**src/rtl/spi_mem_pkg.sv**
```systemverilog
package spi_mem_pkg;
  localparam int unsigned BYTE_W = 8;
  localparam int unsigned MEM_AW = 9;

  typedef enum logic [2:0] {
    PH_CMD,
    PH_ADR,
    PH_WR,
    PH_RD,
    PH_SKIP
  } phase_t;

  localparam logic [7:0] CMD_SET_WE = 8'h06;
  localparam logic [7:0] CMD_CLR_WE = 8'h04;
  localparam logic [7:0] CMD_HI_MSK = 8'hF7;
  localparam logic [7:0] CMD_RD_BAS = 8'h03;
  localparam logic [7:0] CMD_WR_BAS = 8'h02;

  function automatic logic is_rd_cmd(input logic [7:0] b);
    return (b & CMD_HI_MSK) == CMD_RD_BAS;
  endfunction

  function automatic logic is_wr_cmd(input logic [7:0] b);
    return (b & CMD_HI_MSK) == CMD_WR_BAS;
  endfunction
endpackage

```
**src/rtl/spi_pin_sync.sv**
```systemverilog
module spi_pin_sync #(
  parameter int unsigned WIDTH  = 4,
  parameter int unsigned STAGES = 2
) (
  input  logic             clk,
  input  logic             rst,
  input  logic [WIDTH-1:0] pin_i,
  output logic [WIDTH-1:0] pin_o
);
  localparam int unsigned LAST = STAGES - 1;

  for (genvar g = 0; g < WIDTH; g++) begin : g_bit
    logic [STAGES-1:0] chain_q;
    always_ff @(posedge clk) begin
      if (rst) chain_q <= '1;
      else     chain_q <= {chain_q[STAGES-2:0], pin_i[g]};
    end
    assign pin_o[g] = chain_q[LAST];
  end
endmodule

```
**src/rtl/spi_byte_ram.sv**
```systemverilog
module spi_byte_ram #(
  parameter int unsigned AW = 9,
  parameter int unsigned DW = 8
) (
  input  logic          clk,
  input  logic          we,
  input  logic [AW-1:0] waddr,
  input  logic [DW-1:0] wdata,
  input  logic [AW-1:0] raddr,
  output logic [DW-1:0] rdata
);
  localparam int unsigned DEPTH = 1 << AW;

  logic [DW-1:0] cells [DEPTH];

  always_ff @(posedge clk) begin
    if (we) cells[waddr] <= wdata;
    rdata <= cells[raddr];
  end
endmodule

```
**src/rtl/spi_mem_ctrl.sv**
```systemverilog
module spi_mem_ctrl
  import spi_mem_pkg::*;
#(
  parameter int unsigned AW = MEM_AW,
  parameter int unsigned DW = BYTE_W
) (
  input  logic          clk,
  input  logic          rst,
  input  logic          sck_s,
  input  logic          csn_s,
  input  logic          si_s,
  input  logic          hold_s,
  input  logic [DW-1:0] rdata,
  output logic          ram_we,
  output logic [AW-1:0] ram_waddr,
  output logic [DW-1:0] ram_wdata,
  output logic [AW-1:0] ram_raddr,
  output logic          so,
  output logic          so_oe,
  output logic          wel
);
  localparam int unsigned BCW   = $clog2(DW);
  localparam int unsigned HIW   = AW - DW;
  localparam logic [BCW-1:0] LAST_BIT = BCW'(DW - 1);

  phase_t         ph_q;
  logic           sck_d, csn_d;
  logic           hold_q;
  logic           mode3_q, seen_rise_q;
  logic [BCW-1:0] bitcnt_q;
  logic [DW-1:0]  shift_q, out_byte_q;
  logic [HIW-1:0] ahi_q;
  logic [AW-1:0]  addr_q;
  logic           rd_cmd_q, wr_cmd_q, wr_ok_q;
  logic           wel_q, oe_q, so_q;
  logic           we_q;
  logic [AW-1:0]  waddr_q;
  logic [DW-1:0]  wdata_q;

  logic          cs_act, cs_fall, cs_rise;
  logic          rise_ev, fall_ev, byte_done;
  logic [DW-1:0] shift_nxt;

  assign cs_act    = !csn_s;
  assign cs_fall   = csn_d && !csn_s;
  assign cs_rise   = !csn_d && csn_s;
  assign rise_ev   = cs_act && !cs_fall && !sck_d && sck_s && !hold_q;
  assign fall_ev   = cs_act && !cs_fall && sck_d && !sck_s && !hold_q
                     && !(mode3_q && !seen_rise_q);
  assign shift_nxt = {shift_q[DW-2:0], si_s};
  assign byte_done = rise_ev && (bitcnt_q == LAST_BIT);

  // pin history and hold tracking
  always_ff @(posedge clk) begin
    if (rst) begin
      sck_d  <= 1'b0;
      csn_d  <= 1'b1;
      hold_q <= 1'b0;
    end else begin
      sck_d <= sck_s;
      csn_d <= csn_s;
      if (!sck_s) hold_q <= !hold_s;
    end
  end

  // mode capture at select
  always_ff @(posedge clk) begin
    if (rst) begin
      mode3_q     <= 1'b0;
      seen_rise_q <= 1'b0;
    end else if (cs_fall) begin
      mode3_q     <= sck_s;
      seen_rise_q <= 1'b0;
    end else if (rise_ev) begin
      seen_rise_q <= 1'b1;
    end
  end

  // receive shifter and command sequencing
  always_ff @(posedge clk) begin
    if (rst) begin
      ph_q     <= PH_CMD;
      bitcnt_q <= '0;
      shift_q  <= '0;
      ahi_q    <= '0;
      addr_q   <= '0;
      rd_cmd_q <= 1'b0;
      wr_cmd_q <= 1'b0;
      wr_ok_q  <= 1'b0;
      wel_q    <= 1'b0;
      we_q     <= 1'b0;
      waddr_q  <= '0;
      wdata_q  <= '0;
    end else begin
      we_q <= 1'b0;
      if (!cs_act) begin
        ph_q     <= PH_CMD;
        bitcnt_q <= '0;
        if (cs_rise && wr_cmd_q) wel_q <= 1'b0;
        wr_cmd_q <= 1'b0;
      end else if (rise_ev) begin
        shift_q  <= shift_nxt;
        bitcnt_q <= bitcnt_q + 1'b1;
        if (byte_done) begin
          unique case (ph_q)
            PH_CMD: begin
              if (shift_nxt == CMD_SET_WE) begin
                wel_q <= 1'b1;
                ph_q  <= PH_SKIP;
              end else if (shift_nxt == CMD_CLR_WE) begin
                wel_q <= 1'b0;
                ph_q  <= PH_SKIP;
              end else if (is_rd_cmd(shift_nxt) || is_wr_cmd(shift_nxt)) begin
                ahi_q    <= shift_nxt[3 +: HIW];
                rd_cmd_q <= is_rd_cmd(shift_nxt);
                wr_cmd_q <= is_wr_cmd(shift_nxt);
                wr_ok_q  <= wel_q;
                ph_q     <= PH_ADR;
              end else begin
                ph_q <= PH_SKIP;
              end
            end
            PH_ADR: begin
              addr_q <= {ahi_q, shift_nxt};
              ph_q   <= rd_cmd_q ? PH_RD : PH_WR;
            end
            PH_WR: begin
              we_q    <= wr_ok_q;
              waddr_q <= addr_q;
              wdata_q <= shift_nxt;
              addr_q  <= addr_q + 1'b1;
            end
            PH_RD: begin
              addr_q <= addr_q + 1'b1;
            end
            default: ;
          endcase
        end
      end
    end
  end

  // transmit path: change on falling edge
  always_ff @(posedge clk) begin
    if (rst) begin
      oe_q       <= 1'b0;
      so_q       <= 1'b0;
      out_byte_q <= '0;
    end else if (!cs_act) begin
      oe_q <= 1'b0;
    end else if (fall_ev && ph_q == PH_RD) begin
      oe_q <= 1'b1;
      if (bitcnt_q == '0) begin
        out_byte_q <= rdata;
        so_q       <= rdata[DW-1];
      end else begin
        so_q <= out_byte_q[LAST_BIT - bitcnt_q];
      end
    end
  end

  assign ram_we    = we_q;
  assign ram_waddr = waddr_q;
  assign ram_wdata = wdata_q;
  assign ram_raddr = addr_q;
  assign so        = so_q;
  assign so_oe     = oe_q && !hold_q;
  assign wel       = wel_q;

  AST_WREN_SETS: assert property (@(posedge clk) disable iff (rst)
    (ph_q == PH_CMD && byte_done && shift_nxt == CMD_SET_WE) |=> wel_q);
  AST_ADDR_WRAP: assert property (@(posedge clk) disable iff (rst)
    ((ph_q == PH_RD || ph_q == PH_WR) && byte_done && addr_q == '1) |=> addr_q == '0);
  AST_ONE_COMMAND: assert property (@(posedge clk) disable iff (rst)
    (ph_q == PH_SKIP && cs_act) |=> (ph_q == PH_SKIP || csn_s));
  AST_WEL_DROPS: assert property (@(posedge clk) disable iff (rst)
    (cs_rise && wr_cmd_q) |=> !wel_q);
  AST_HOLD_FREEZE: assert property (@(posedge clk) disable iff (rst)
    (hold_q && $past(hold_q) && cs_act && $past(cs_act)) |-> $stable(bitcnt_q));
  AST_OE_IDLE: assert property (@(posedge clk) disable iff (rst)
    csn_s |=> !oe_q);
endmodule

```
**src/rtl/spi_mem_target.sv**
```systemverilog
module spi_mem_target
  import spi_mem_pkg::*;
#(
  parameter int unsigned SYNC_STAGES = 2
) (
  input  logic clk,
  input  logic rst,
  input  logic sck,
  input  logic csn,
  input  logic si,
  input  logic hold_n,
  output logic so,
  output logic so_oe,
  output logic wel
);
  localparam int unsigned PINS = 4;

  logic [PINS-1:0]   pins_s;
  logic              ram_we;
  logic [MEM_AW-1:0] ram_waddr, ram_raddr;
  logic [BYTE_W-1:0] ram_wdata, ram_rdata;

  spi_pin_sync #(.WIDTH(PINS), .STAGES(SYNC_STAGES)) u_sync (
    .clk   (clk),
    .rst   (rst),
    .pin_i ({hold_n, si, csn, sck}),
    .pin_o (pins_s)
  );

  spi_mem_ctrl #(.AW(MEM_AW), .DW(BYTE_W)) u_ctrl (
    .clk       (clk),
    .rst       (rst),
    .sck_s     (pins_s[0]),
    .csn_s     (pins_s[1]),
    .si_s      (pins_s[2]),
    .hold_s    (pins_s[3]),
    .rdata     (ram_rdata),
    .ram_we    (ram_we),
    .ram_waddr (ram_waddr),
    .ram_wdata (ram_wdata),
    .ram_raddr (ram_raddr),
    .so        (so),
    .so_oe     (so_oe),
    .wel       (wel)
  );

  spi_byte_ram #(.AW(MEM_AW), .DW(BYTE_W)) u_ram (
    .clk   (clk),
    .we    (ram_we),
    .waddr (ram_waddr),
    .wdata (ram_wdata),
    .raddr (ram_raddr),
    .rdata (ram_rdata)
  );
endmodule

```
**config.mk**
```make
export PLATFORM = sky130hd
export DESIGN_NAME = spi_mem_target
export DESIGN_NICKNAME = d
export VERILOG_FILES = /design/src/rtl/spi_mem_pkg.sv /design/src/rtl/spi_pin_sync.sv /design/src/rtl/spi_byte_ram.sv /design/src/rtl/spi_mem_ctrl.sv /design/src/rtl/spi_mem_target.sv
export SDC_FILE = /design/constraint.sdc
export NUM_CORES = 2
export LEC_CHECK = 0
export BUFFER_PORTS_ARGS = -buffer_cell sky130_fd_sc_hd__buf_2
export CELL_PAD_IN_SITES_DETAIL_PLACEMENT = 0
export CELL_PAD_IN_SITES_GLOBAL_PLACEMENT = 1
export CORE_AREA = 2 2 640 642
export DETAILED_ROUTE_END_ITERATION = 7
export DIE_AREA = 0 0 642 644
export GPL_TIMING_DRIVEN = 0
export PLACE_DENSITY = 0.6
export SLEW_MARGIN = 40
export SYNTH_ARGS = -nofsm -noshare
export SYNTH_HDL_FRONTEND = slang
export SYNTH_SLANG_ARGS = --single-unit
```
**constraint.sdc**
```tcl
create_clock -name clk -period 22.6 [get_ports clk]
set_input_delay 4.52 -clock clk [delete_from_list [all_inputs] [get_ports clk]]
set_output_delay 4.52 -clock clk [all_outputs]
set_load 0.1 [all_outputs]
```
==> results.json <==
{
  "power_mw": 15.7,
  "synth_cells": 7613,
  "wl_per_cell_um": 58.2,
  "ant_nets": 0,
  "combPwrFrac": 0,
  "syn_to_final_growth_pct": 18.0,
  "rows": 235,
  "crit_slowest_cell": "dfxtp_1",
  "p_per_area_mw_per_mm2": 81.9,
  "start_util": 0.397,
  "dr.pass1.iters": 7,
  "cpMostUsedCell": "buf_4",
  "postCtsHoldBufs": 0,
  "yosys.area_share.simple": 0.0240,
  "fp.dieW_um": 642,
  "drc_errors": 0,
  "dr_total_vias": 100000,
  "wl_met1_um": 276000,
  "antenna_found_initial": 137,
  "met3_length_um": 137000,
  "rsz0062_at_grt": "no",
  "fill_cells": 33800,
  "synth_cell_types": 70,
  "yosysTopAreaCell": "edfxtp_1",
  "yosysTopAreaCellShare": 0.759,
  "clkPwrFrac": 0.466,
  "leakage_nw": 58.8,
  "synth_edf_count": 4096,
  "synth_common_cells": "edfxtp_1 (4096), mux4_2 (1002), nor2_1 (616), mux2i_1 (380), clkbuf_1 (191)",
  "core_area_mm2": 0.408,
  "p_sw_mw": 3.20,
  "synth.avg_cell_area_um2": 21.3,
  "synth_warnings": 0,
  "numCtsBuffers": 436,
  "maxCapViolations": 0,
  "fin_crit_ns": 7.57,
  "synth_fa_ha_area_frac": 0.000309,
  "drt_iter0_markers": 22800,
  "synthMuxAreaShare": 0.164,
  "drv_slew": 0,
  "grt_pass1_vias": 88300,
  "max_freq_ghz": 0.132,
  "synth_ff_type": "edfxtp_1",
  "max_slew_margin": 0.308,
  "cts_tree": "built",
  "crit_fanout": 12,
  "async_flop_share": 0,
  "port_buffers": 7,
  "crit_buf_inv": 6,
  "grt_usage": 0.393,
  "whs_ns": 0.407,
  "cpPeakStageDelay_ns": 0.89,
  "synth_top_family_by_area": "multiplexers",
  "status": "finished, final reports clean",
  "switching_share": 0.205,
  "post-dp-hpwl_um": 572000,
  "top_layer_used": "met5",
  "gr-total-overflow": 0,
  "synth_compound_area_frac": 0.0255,
  "max_slew.worst_pin.slew_ns": 1.03,
  "syn-num-nets": 7623,
  "htree_levels": 5,
  "clock-sinks": 4172,
  "start_kind": "flip-flop",
  "period_share": 0.335,
  "p_seq_frac": 0.534,
  "fin_setup_tns_ns": 0,
  "clockBufferDepth": 4,
  "setup_viol": 0,
  "die_h_um": 644,
  "grt_pass1_wl_um": 1020000,
  "hp-class": "flip-flop to flip-flop",
  "clock_latency_ns": 1.11,
  "drive_gt1_frac": 0.328,
  "syn_area_mm2": 0.162,
  "clk_pin_slew_worst_paths_ns": 0.06,
  "die-area_mm2": 0.413,
  "cp-end-kind": "flip-flop",
  "ir_drop_v": 0.0000714,
  "ctsRootBufferMaster": "clkbuf_16",
  "cp.required_ns": 23.54,
  "routed_wl_um": 829000,
  "crit_type": "flip-flop to flip-flop",
  "ctsResizeCount": 0,
  "viasPerCell": 7.05,
  "grt_max_degree": 63,
  "place_congestion": 1.09,
  "p_int_mw": 12.5,
  "synth-xor-area-share": 0.0000541,
  "ios": 9,
  "postCtsSetupBuffers": 0,
  "hold_violations": 0,
  "nets": 8341,
  "placed_cells": 13300,
  "clock_skew_ns": 0.0742,
  "synth_area_leaders": "edfxtp_1 (76%), mux4_2 (14%), mux2i_1 (2.3%)",
  "ys_ff_latch": 4172,
  "synth_most_common_cell": "edfxtp_1",
  "ys_seq_area_frac": 0.769,
  "final_cells": 14200,
  "cp.arrival_ns": 8.51,
  "path_delay_family": "buffers and inverters",
  "dr_wl_met2_um": 333000,
  "cp_cell_sequence": "buf_4, buf_4, buf_4, buf_4, buf_4, buf_2, mux2i_1, o221ai_1, a211oi_1, nor4_1, o32a_1"
}
[cell type report]
type / instances / area (um2) / area share
Multi-Input combinational cell: 2951 / 36100 / 0.189
Sequential cell: 4172 / 125000 / 0.652
Buffer: 478 / 3410 / 0.0179
Antenna cell: 95 / 238 / 0.00124
Clock buffer: 536 / 11400 / 0.0596
Tap cell: 5451 / 6820 / 0.0357
Timing Repair Buffer: 280 / 5800 / 0.0304
Inverter: 12 / 51.3 / 0.000269
Clock inverter: 260 / 2670 / 0.0140
[registers in the layout, indices dropped and copies added (netlist names), 3 cells and up]
register	cells
u_ctrl.out_byte_q	8
u_ctrl.bitcnt_q	3
u_ram.cells	4096
u_ram.rdata	8
u_ctrl.shift_q	7
u_ctrl.ram_raddr	9
u_ctrl.ph_q	3
u_ctrl.ram_waddr	9
u_ctrl.ram_wdata	8
u_sync.g_bit.chain_q	8
[metal layers]
layer	global-route usage	vias to the layer above
li1	-	33400
met1	0.479	53500
met2	0.524	10800
met3	0.190	2566
met4	0.325	60
met5	0.00601	-
[cells by family after synthesis]
| kind of cell | after synthesis |
|---|---|
| fa+ha+maj | 4 |
| mux | 1403 |
| xor+xnor | 1 |
| compound gates | 595 |
| buf+inv | 490 |
| simple gates | 948 |
| flops | 4172 |
[per-stage QoR]
step           cell area [um2]  setup slack [ns]   util
5_1_grt                 191000             15.54  0.468
3_5_place_dp            177000             15.62  0.433
3_3_place_gp            169000              6.27  0.414
2_1_floorplan           162000             14.58      -
6_report                191000             15.03  0.469
4_1_cts                 191000             15.58  0.468
[path summary, 6_finish.rpt]
path,start,end,slack [ns],cells past startpoint
min,u_sync.g_bit[1].chain_q[0],u_sync.g_bit[1].chain_q[1],0.41,1
min reg2reg,u_sync.g_bit[1].chain_q[0],u_sync.g_bit[1].chain_q[1],0.41,1
max,u_ctrl.ram_raddr[1],u_ram.rdata[1],15.03,11
max reg2reg,u_ctrl.ram_raddr[1],u_ram.rdata[1],15.03,11
[power by group through the flow]
stage	clock [mW]	combinational [mW]	sequential, mW
final	7.29	0.00435	8.36
after global routing	7.51	0.00469	8.36
after CTS	7.23	0.00434	8.36
after detailed placement	0	0.00431	8.53
after global placement	0	0.00429	8.53
after floorplan	0	0.00264	8.53
[layout by cell type, fill, tap and decap left out, types with 9 or more instances in the layout]
cell,n
a2111oi_0,9
a211oi_1,30
a21oi_1,139
a221oi_1,63
a22o_1,14
a22oi_1,40
a31oi_1,10
and2_1,14
buf_12,175
buf_16,77
buf_2,90
buf_4,146
buf_6,66
buf_8,10
bufinv_16,45
clkbuf_1,146
clkbuf_16,441
clkbuf_2,42
clkbuf_4,99
clkinv_1,114
clkinv_16,9
clkinv_2,70
clkinvlp_4,13
dfxtp_1,68
diode_2,95
edfxtp_1,4096
mux2_2,21
mux2i_1,378
mux4_2,1002
nand2_1,185
nand3_1,30
nor2_1,165
nor2_2,444
nor2b_1,19
nor3_1,14
o211ai_1,20
o21ai_0,75
o221ai_1,55
o22ai_1,45
or2_2,11
Note: power is estimated with default switching activity, not from simulation.
